File: src/rtl/refill_pkg.sv
package refill_pkg;

    typedef enum logic [1:0] {
        ACC_READ  = 2'd0,
        ACC_WRITE = 2'd1,
        ACC_EXEC  = 2'd2
    } access_e;

    // Raw code 3 has no meaning and falls back to a read.
    function automatic access_e norm_access(input logic [1:0] raw);
        unique case (raw)
            2'd1:    return ACC_WRITE;
            2'd2:    return ACC_EXEC;
            default: return ACC_READ;
        endcase
    endfunction

endpackage

File: src/rtl/refill_lfsr.sv
module refill_lfsr #(
    parameter int              W    = 16,
    parameter logic [W-1:0]    SEED = 16'hCCCC,
    parameter logic [W-1:0]    TAPS = 16'h8805
) (
    input  logic         clk_i,
    input  logic         rst_ni,
    input  logic         adv_i,
    output logic [W-1:0] state_o
);

    logic [W-1:0] state_q;
    logic         feedback;

    always_comb feedback = ^(state_q & TAPS);

    always_ff @(posedge clk_i) begin
        if (!rst_ni)
            state_q <= SEED;
        else if (adv_i)
            state_q <= {feedback, state_q[W-1:1]};
    end

    assign state_o = state_q;

    assert_hold_R3: assert property (@(posedge clk_i) disable iff (!rst_ni)
        !adv_i |=> $stable(state_q));

    assert_shift_R2: assert property (@(posedge clk_i) disable iff (!rst_ni)
        adv_i |=> state_q[W-2:0] == $past(state_q[W-1:1]));

    assert_nonzero_R2: assert property (@(posedge clk_i) disable iff (!rst_ni)
        state_q != '0);

endmodule

File: src/rtl/miss_recorder.sv
module miss_recorder
    import refill_pkg::*;
#(
    parameter int VPN_W   = 19,
    parameter int PID_W   = 8,
    parameter int IDX_W   = 4,
    parameter int SET_W   = 2,
    parameter int REG_W   = 32,
    parameter int VPN_LSB = 13,
    parameter int ACC_LSB = 8
) (
    input  logic             clk_i,
    input  logic             rst_ni,
    input  logic             rec_i,
    input  logic [SET_W-1:0] set_i,
    input  logic [VPN_W-1:0] vpn_i,
    input  logic [PID_W-1:0] pid_i,
    input  logic [1:0]       acc_i,
    output logic [REG_W-1:0] sel_o,
    output logic [REG_W-1:0] cause_o
);

    localparam int SET_LSB = IDX_W;

    logic [REG_W-1:0] sel_q, cause_q, sel_d, cause_d;
    access_e          acc_code;

    always_comb begin
        acc_code = norm_access(acc_i);
        sel_d = '0;
        sel_d[IDX_W-1:0] = vpn_i[IDX_W-1:0];
        sel_d[SET_LSB +: SET_W] = set_i;
        cause_d = '0;
        cause_d[PID_W-1:0] = pid_i;
        cause_d[ACC_LSB +: 2] = acc_code;
        cause_d[VPN_LSB +: VPN_W] = vpn_i;
    end

    always_ff @(posedge clk_i) begin
        if (!rst_ni) begin
            sel_q   <= '0;
            cause_q <= '0;
        end else if (rec_i) begin
            sel_q   <= sel_d;
            cause_q <= cause_d;
        end
    end

    assign sel_o   = sel_q;
    assign cause_o = cause_q;

    assert_hold_R9: assert property (@(posedge clk_i) disable iff (!rst_ni)
        !rec_i |=> ($stable(sel_q) && $stable(cause_q)));

    assert_code_R8: assert property (@(posedge clk_i) disable iff (!rst_ni)
        cause_q[ACC_LSB +: 2] != 2'd3);

    assert_clean_R6: assert property (@(posedge clk_i) disable iff (!rst_ni)
        sel_q[REG_W-1:SET_LSB+SET_W] == '0);

endmodule

File: src/rtl/refill_way_picker.sv
module refill_way_picker #(
    parameter int           LFSR_W  = 16,
    parameter logic [15:0]  SEED    = 16'hCCCC,
    parameter logic [15:0]  TAPS    = 16'h8805,
    parameter int           VPN_W   = 19,
    parameter int           PID_W   = 8,
    parameter int           IDX_W   = 4,
    parameter int           SET_W   = 2,
    parameter int           REG_W   = 32
) (
    input  logic              clk_i,
    input  logic              rst_ni,
    input  logic              miss_i,
    input  logic              debug_i,
    input  logic [1:0]        access_i,
    input  logic [VPN_W-1:0]  vpn_i,
    input  logic [PID_W-1:0]  pid_i,
    output logic [SET_W-1:0]  refill_set_o,
    output logic [IDX_W-1:0]  refill_idx_o,
    output logic [LFSR_W-1:0] lfsr_o,
    output logic [REG_W-1:0]  tlb_sel_o,
    output logic [REG_W-1:0]  cause_o
);

    localparam int VPN_LSB = REG_W - VPN_W;
    localparam int ACC_LSB = PID_W;

    logic              real_miss;
    logic [LFSR_W-1:0] lfsr_state;
    logic [SET_W-1:0]  way_now;

    assign real_miss = miss_i & ~debug_i;

    refill_lfsr #(
        .W   (LFSR_W),
        .SEED(SEED[LFSR_W-1:0]),
        .TAPS(TAPS[LFSR_W-1:0])
    ) u_lfsr (
        .clk_i  (clk_i),
        .rst_ni (rst_ni),
        .adv_i  (real_miss),
        .state_o(lfsr_state)
    );

    assign way_now = lfsr_state[SET_W-1:0];

    miss_recorder #(
        .VPN_W  (VPN_W),
        .PID_W  (PID_W),
        .IDX_W  (IDX_W),
        .SET_W  (SET_W),
        .REG_W  (REG_W),
        .VPN_LSB(VPN_LSB),
        .ACC_LSB(ACC_LSB)
    ) u_rec (
        .clk_i  (clk_i),
        .rst_ni (rst_ni),
        .rec_i  (real_miss),
        .set_i  (way_now),
        .vpn_i  (vpn_i),
        .pid_i  (pid_i),
        .acc_i  (access_i),
        .sel_o  (tlb_sel_o),
        .cause_o(cause_o)
    );

    assign refill_set_o = way_now;
    assign refill_idx_o = vpn_i[IDX_W-1:0];
    assign lfsr_o       = lfsr_state;

    assert_debug_R4: assert property (@(posedge clk_i) disable iff (!rst_ni)
        (miss_i && debug_i) |=> ($stable(lfsr_o) && $stable(tlb_sel_o) && $stable(cause_o)));

    assert_setsrc_R5: assert property (@(posedge clk_i) disable iff (!rst_ni)
        real_miss |=> tlb_sel_o[IDX_W +: SET_W] == $past(lfsr_o[SET_W-1:0]));

endmodule

File: config.mk
export PLATFORM = sky130hd
export DESIGN_NAME = refill_way_picker
export DESIGN_NICKNAME = d
export VERILOG_FILES = /design/src/rtl/refill_pkg.sv /design/src/rtl/refill_lfsr.sv /design/src/rtl/miss_recorder.sv /design/src/rtl/refill_way_picker.sv
export SDC_FILE = /design/constraint.sdc
export NUM_CORES = 1
export LEC_CHECK = 0
export BUFFER_PORTS_ARGS = -buffer_cell sky130_fd_sc_hd__buf_2
export CAP_MARGIN = 20
export CELL_PAD_IN_SITES_DETAIL_PLACEMENT = 1
export CELL_PAD_IN_SITES_GLOBAL_PLACEMENT = 2
export CORE_UTILIZATION = 24
export DETAILED_ROUTE_END_ITERATION = 10
export GPL_TIMING_DRIVEN = 0
export PLACE_DENSITY = 0.94
export SYNTH_ARGS = -nofsm -noshare
export SYNTH_HDL_FRONTEND = slang
export SYNTH_SLANG_ARGS = --single-unit
File: constraint.sdc
create_clock -name clk_i -period 1.85 [get_ports clk_i]
set_input_delay 0.0925 -clock clk_i [delete_from_list [all_inputs] [get_ports clk_i]]
set_output_delay 0.0925 -clock clk_i [all_outputs]
set_load 0.1 [all_outputs]
Word-level counts from Yosys, hierarchy flattened:

Cells that the tools add are included.

* bits in registers: 51
* input port bits: 33
* logic and storage cells: 9

* equal/unequal tests: 2
* mux-type cells: 1
* bitwise gates (word level): 2
* reduce and logical (&&, ||, !) cells: 1

Operators by type and width (number)
* $reduce_xor 16->1: 1
* $pmux 2 s2: 1
* $eq 2x1->1 const B: 1
* $eq 2x2->1 const B: 1
* $and 1x1->1: 1
* $not 1->1: 1

Depth between registers and ports, before layout:

* depth in word-level cells: 2
* mapped depth: 5
* mapped depth without buffers: 3

Modules after synthesis:

A second synthesis with hierarchy kept.

* cell total of the unflattened synthesis: 197
* area, all modules: 2144.6 µm²

By module, submodules not included
* miss_recorder: instances 1, cells an instance 136, area an instance 1467.7 µm², sequential area each 620.6 µm²
* refill_lfsr: instances 1, cells an instance 54, area an instance 618.1 µm², sequential area each 320.3 µm²
* refill_way_picker: instances 1, cells an instance 7, area an instance 58.8 µm², sequential area each 0.0 µm²

Least setup slack after synthesis:

OpenSTA, ideal clock, no wires.

* kind: register -> register
* from: reg u_lfsr.state_q[11], in the netlist u_lfsr.state_o[11]
* to: reg u_lfsr.state_q[15], in the netlist u_lfsr.state_o[15]
* setup time: 66 ps
* arrival time: 1877 ps
* slack: -93 ps
* stages on the path, launching flop included: 4
* path buffers: 0
* path through: dfxtp_1 > xnor3_1 > or3_1 > nand3_1

* cells in the longest elaborated chain, start to end: 1

Ends and longest elaborated chain
* start: declaration: RTL line refill_lfsr.sv:12 `logic [W-1:0] state_q;`
* start signal: assignment: RTL line refill_lfsr.sv:21 `state_q <= {feedback, state_q[W-1:1]};`
* $reduce_xor 16->1: RTL line refill_lfsr.sv:15 `always_comb feedback = ^(state_q & TAPS);`

Every way passes these cells.
A chain may end at the register's enable or synchronous reset.

==> metrics.txt <==
Clock Path Buffers=2; Worst path top cell family by delay=buffers and inverters; final period utilization=71.2%; Max stage delay cell, worst path=sky130_fd_sc_hd__buf_2; total negative slack=0 ns; mapped cell area=2030 um2; number of placed cells counting well taps=464; crit-path max FO=6; Seq/Total Area, Yosys=45.4%; Peak VDD IR=0.339 mV; fraction of final layout cells with drive strength greater than 1=40.6%; cell chosen for the clock root=sky130_fd_sc_hd__clkbuf_8; iteration count of the initial detailed-routing pass=3; Clk pin slew, worst setup/hold paths=0.09 ns; required time reported for the critical path endpoint=1.76 ns; clock tree from TritonCTS=yes; final hold violation count=0; vias in the first global route=1791; proportion of netlist area held by the largest area contributor=45.4%; final clock skew=0.00954 ns; R2R depth=3; Post-Layout Cell Count=472; r2r setup slk=0.63 ns; Startpoint Class=flip-flop; stages on the worst setup path=2; type of destination of the critical path=primary output; largest net degree at the start of global routing=15; worst setup path endpoint=tlb_sel_o[5]; initial antenna violation count=0; clock insertion delay at the later pin of the skew report=0.30 ns; layout filler cell count=1035; cell taking the most area after synthesis=sky130_fd_sc_hd__dfxtp_1; maximum clock frequency=0.759 GHz; mean area per synthesized cell=8.35 um2; max capacitance violation total=0; drt wl/cell=11.3 um; number of clock buffers inserted by TritonCTS=5; startpoint of the worst register-to-register path=u_lfsr.state_o[11]; Post-route DRC=0; final global-route overflow total=0; Placement Rows=33; outcome=finished clean; Fin Hold WS=0.0274 ns; width of the die=93.9 um; register bit count reported by yosys=46; arrival time of the worst setup path=1.23 ns; area added between synthesis and finish=40.5%; count of yosys warnings during synthesis=0; Final Slew Violations=0; post-synthesis instance total=243; largest stage delay on the critical path=0.41 ns; number of vias in the routed layout=1889; Core Region=8220 um2; GPL Wtd Cong=0.700; first-pass GRT wire length=8200 um; cells resized by post-CTS repair=0; RSZ-0062 raised after global routing=false; cell types with the largest area share after synthesis=sky130_fd_sc_hd__dfxtp_1 (45%), sky130_fd_sc_hd__buf_4 (16%), sky130_fd_sc_hd__nand2_1 (16%); All-Layer GR Usage=12.1%; vias per std cell=4.00; share of the core filled with cells=34.7%; total of hold buffers inserted after clock tree synthesis=0; Top Ports=119; worst hold-check path type=in2reg; DP HPWL=4120 um; NumNets Final=399; post-CTS repair timing setup buffer count=0; cell-by-cell trace of the critical path=buf_4 -> buf_2; antenna viol nets, final=0; count of distinct cell types in the synthesized netlist=14; overall die area=8820 um2; time the final worst path needs with I/O delays and setup=1.32 ns; number of buffers added on ports=88; CP Class=reg2out; Sink Count=46; die outline height=93.9 um; starting DRC count in detailed routing=22; # H-tree levels=2; power per unit of standard cell area=1040 nW/um2; leakage component of the power=1.44 nW; final WL=5330 um; beginning of the critical path=u_lfsr.state_o[0]; n_diodes=0; Initial Util=24.7%; number of buffer and inverter instances along the worst setup path=2; worst r2r dst=u_lfsr.state_o[15]; number of setup violations in the final report=0
## routing by layer
metal	wire length [um]	GRT usage, %
met1	2460	14.5
met2	2480	21.2
met4	61	3.46
met5	0	0
met3	325	2.91
## kinds of logic after synthesis
family / count (synthesis) / share of synthesized area (%)
XOR/XNOR: 1 / 1.11
AND/OR/NAND/NOR: 101 / 20.3
other: 1 / 0.185
flip-flops: 46 / 45.4
AO/OA/AOI/OAI: 39 / 14.3
buffers and inverters: 55 / 18.7
## layout make-up
type                       instances  area [um2]  area share [%]
clock inverter                     2        60.1            2.11
tap                              105         131            4.61
sequential                        46         923            32.4
multi-input combinational        170         833            29.2
clock buffer                       6        82.6            2.90
timing repair buffer              88         440            15.5
buffer                            55         379            13.3
## worst reg2reg max path, stage by stage (launching register included)
cell and delay [ns]:
sky130_fd_sc_hd__dfxtp_2 0.37, sky130_fd_sc_hd__xnor3_1 0.39, sky130_fd_sc_hd__or3_1 0.31, sky130_fd_sc_hd__nand3_1 0.09
## power by group
part / total, W / internal (W) / switching [W]
sequential: 0.00107 / 0.00104 / 0.0000316
clock: 0.000938 / 0.000577 / 0.000362
combinational: 0.000970 / 0.000171 / 0.000800
total: 0.00298 / 0.00179 / 0.00119
## how the worst min path moves through the flow
| stage | from | end | slack [ns] | depth (start not counted) |
|---|---|---|---|---|
| CTS | vpn_i[18] | u_rec.cause_o[31] | 0.02 | 3 |
| global route | vpn_i[6] | u_rec.cause_o[19] | 0.03 | 3 |
| finish | vpn_i[6] | u_rec.cause_o[19] | 0.03 | 3 |
| global placement | pid_i[3] | u_rec.cause_o[3] | 0.34 | 3 |
| floorplan | vpn_i[4] | u_rec.cause_o[17] | 0.24 | 2 |
| detailed placement | vpn_i[18] | u_rec.cause_o[31] | 0.35 | 3 |
## cells in the mapped netlist
master	n
sky130_fd_sc_hd__or3_1	1
sky130_fd_sc_hd__nand2_1	88
sky130_fd_sc_hd__nand3_1	8
sky130_fd_sc_hd__a21boi_0	38
sky130_fd_sc_hd__nand2b_4	1
sky130_fd_sc_hd__buf_2	6
sky130_fd_sc_hd__conb_1	1
sky130_fd_sc_hd__buf_4	44
sky130_fd_sc_hd__nor2b_1	1
sky130_fd_sc_hd__nand3b_1	2
sky130_fd_sc_hd__clkbuf_1	5
sky130_fd_sc_hd__dfxtp_1	46
sky130_fd_sc_hd__o21ai_0	1
sky130_fd_sc_hd__xnor3_1	1
## registers in the layout, indices dropped and copies added, names as in the netlist
register / flops
u_lfsr.state_o: 16
u_rec.cause_o: 25
u_rec.sel_o: 5
## cells in the final DEF, fill, tap and decap left out
cell and n:
sky130_fd_sc_hd__buf_2 94, sky130_fd_sc_hd__nand2_1 88, sky130_fd_sc_hd__buf_4 44, sky130_fd_sc_hd__dfxtp_1 44
sky130_fd_sc_hd__a21boi_0 38, sky130_fd_sc_hd__conb_1 29, sky130_fd_sc_hd__nand3_1 8, sky130_fd_sc_hd__clkbuf_8 6
sky130_fd_sc_hd__clkbuf_1 5, sky130_fd_sc_hd__nand3b_1 2, sky130_fd_sc_hd__bufinv_16 2, sky130_fd_sc_hd__dfxtp_2 2
sky130_fd_sc_hd__nor2b_1 1, sky130_fd_sc_hd__nand2b_4 1, sky130_fd_sc_hd__xnor3_1 1, sky130_fd_sc_hd__or3_1 1
sky130_fd_sc_hd__o21ai_0 1
## per-stage QoR
step           area, um2  worst slack (ns)  power, W
2_1_floorplan       2140             0.123   0.00194
3_3_place_gp        2710             0.656   0.00206
3_5_place_dp        2710             0.636   0.00207
4_1_cts             2850             0.514   0.00301
5_1_grt             2850             0.475   0.00309
6_report            2850             0.532   0.00298
Power figures use the tool's default switching activity.
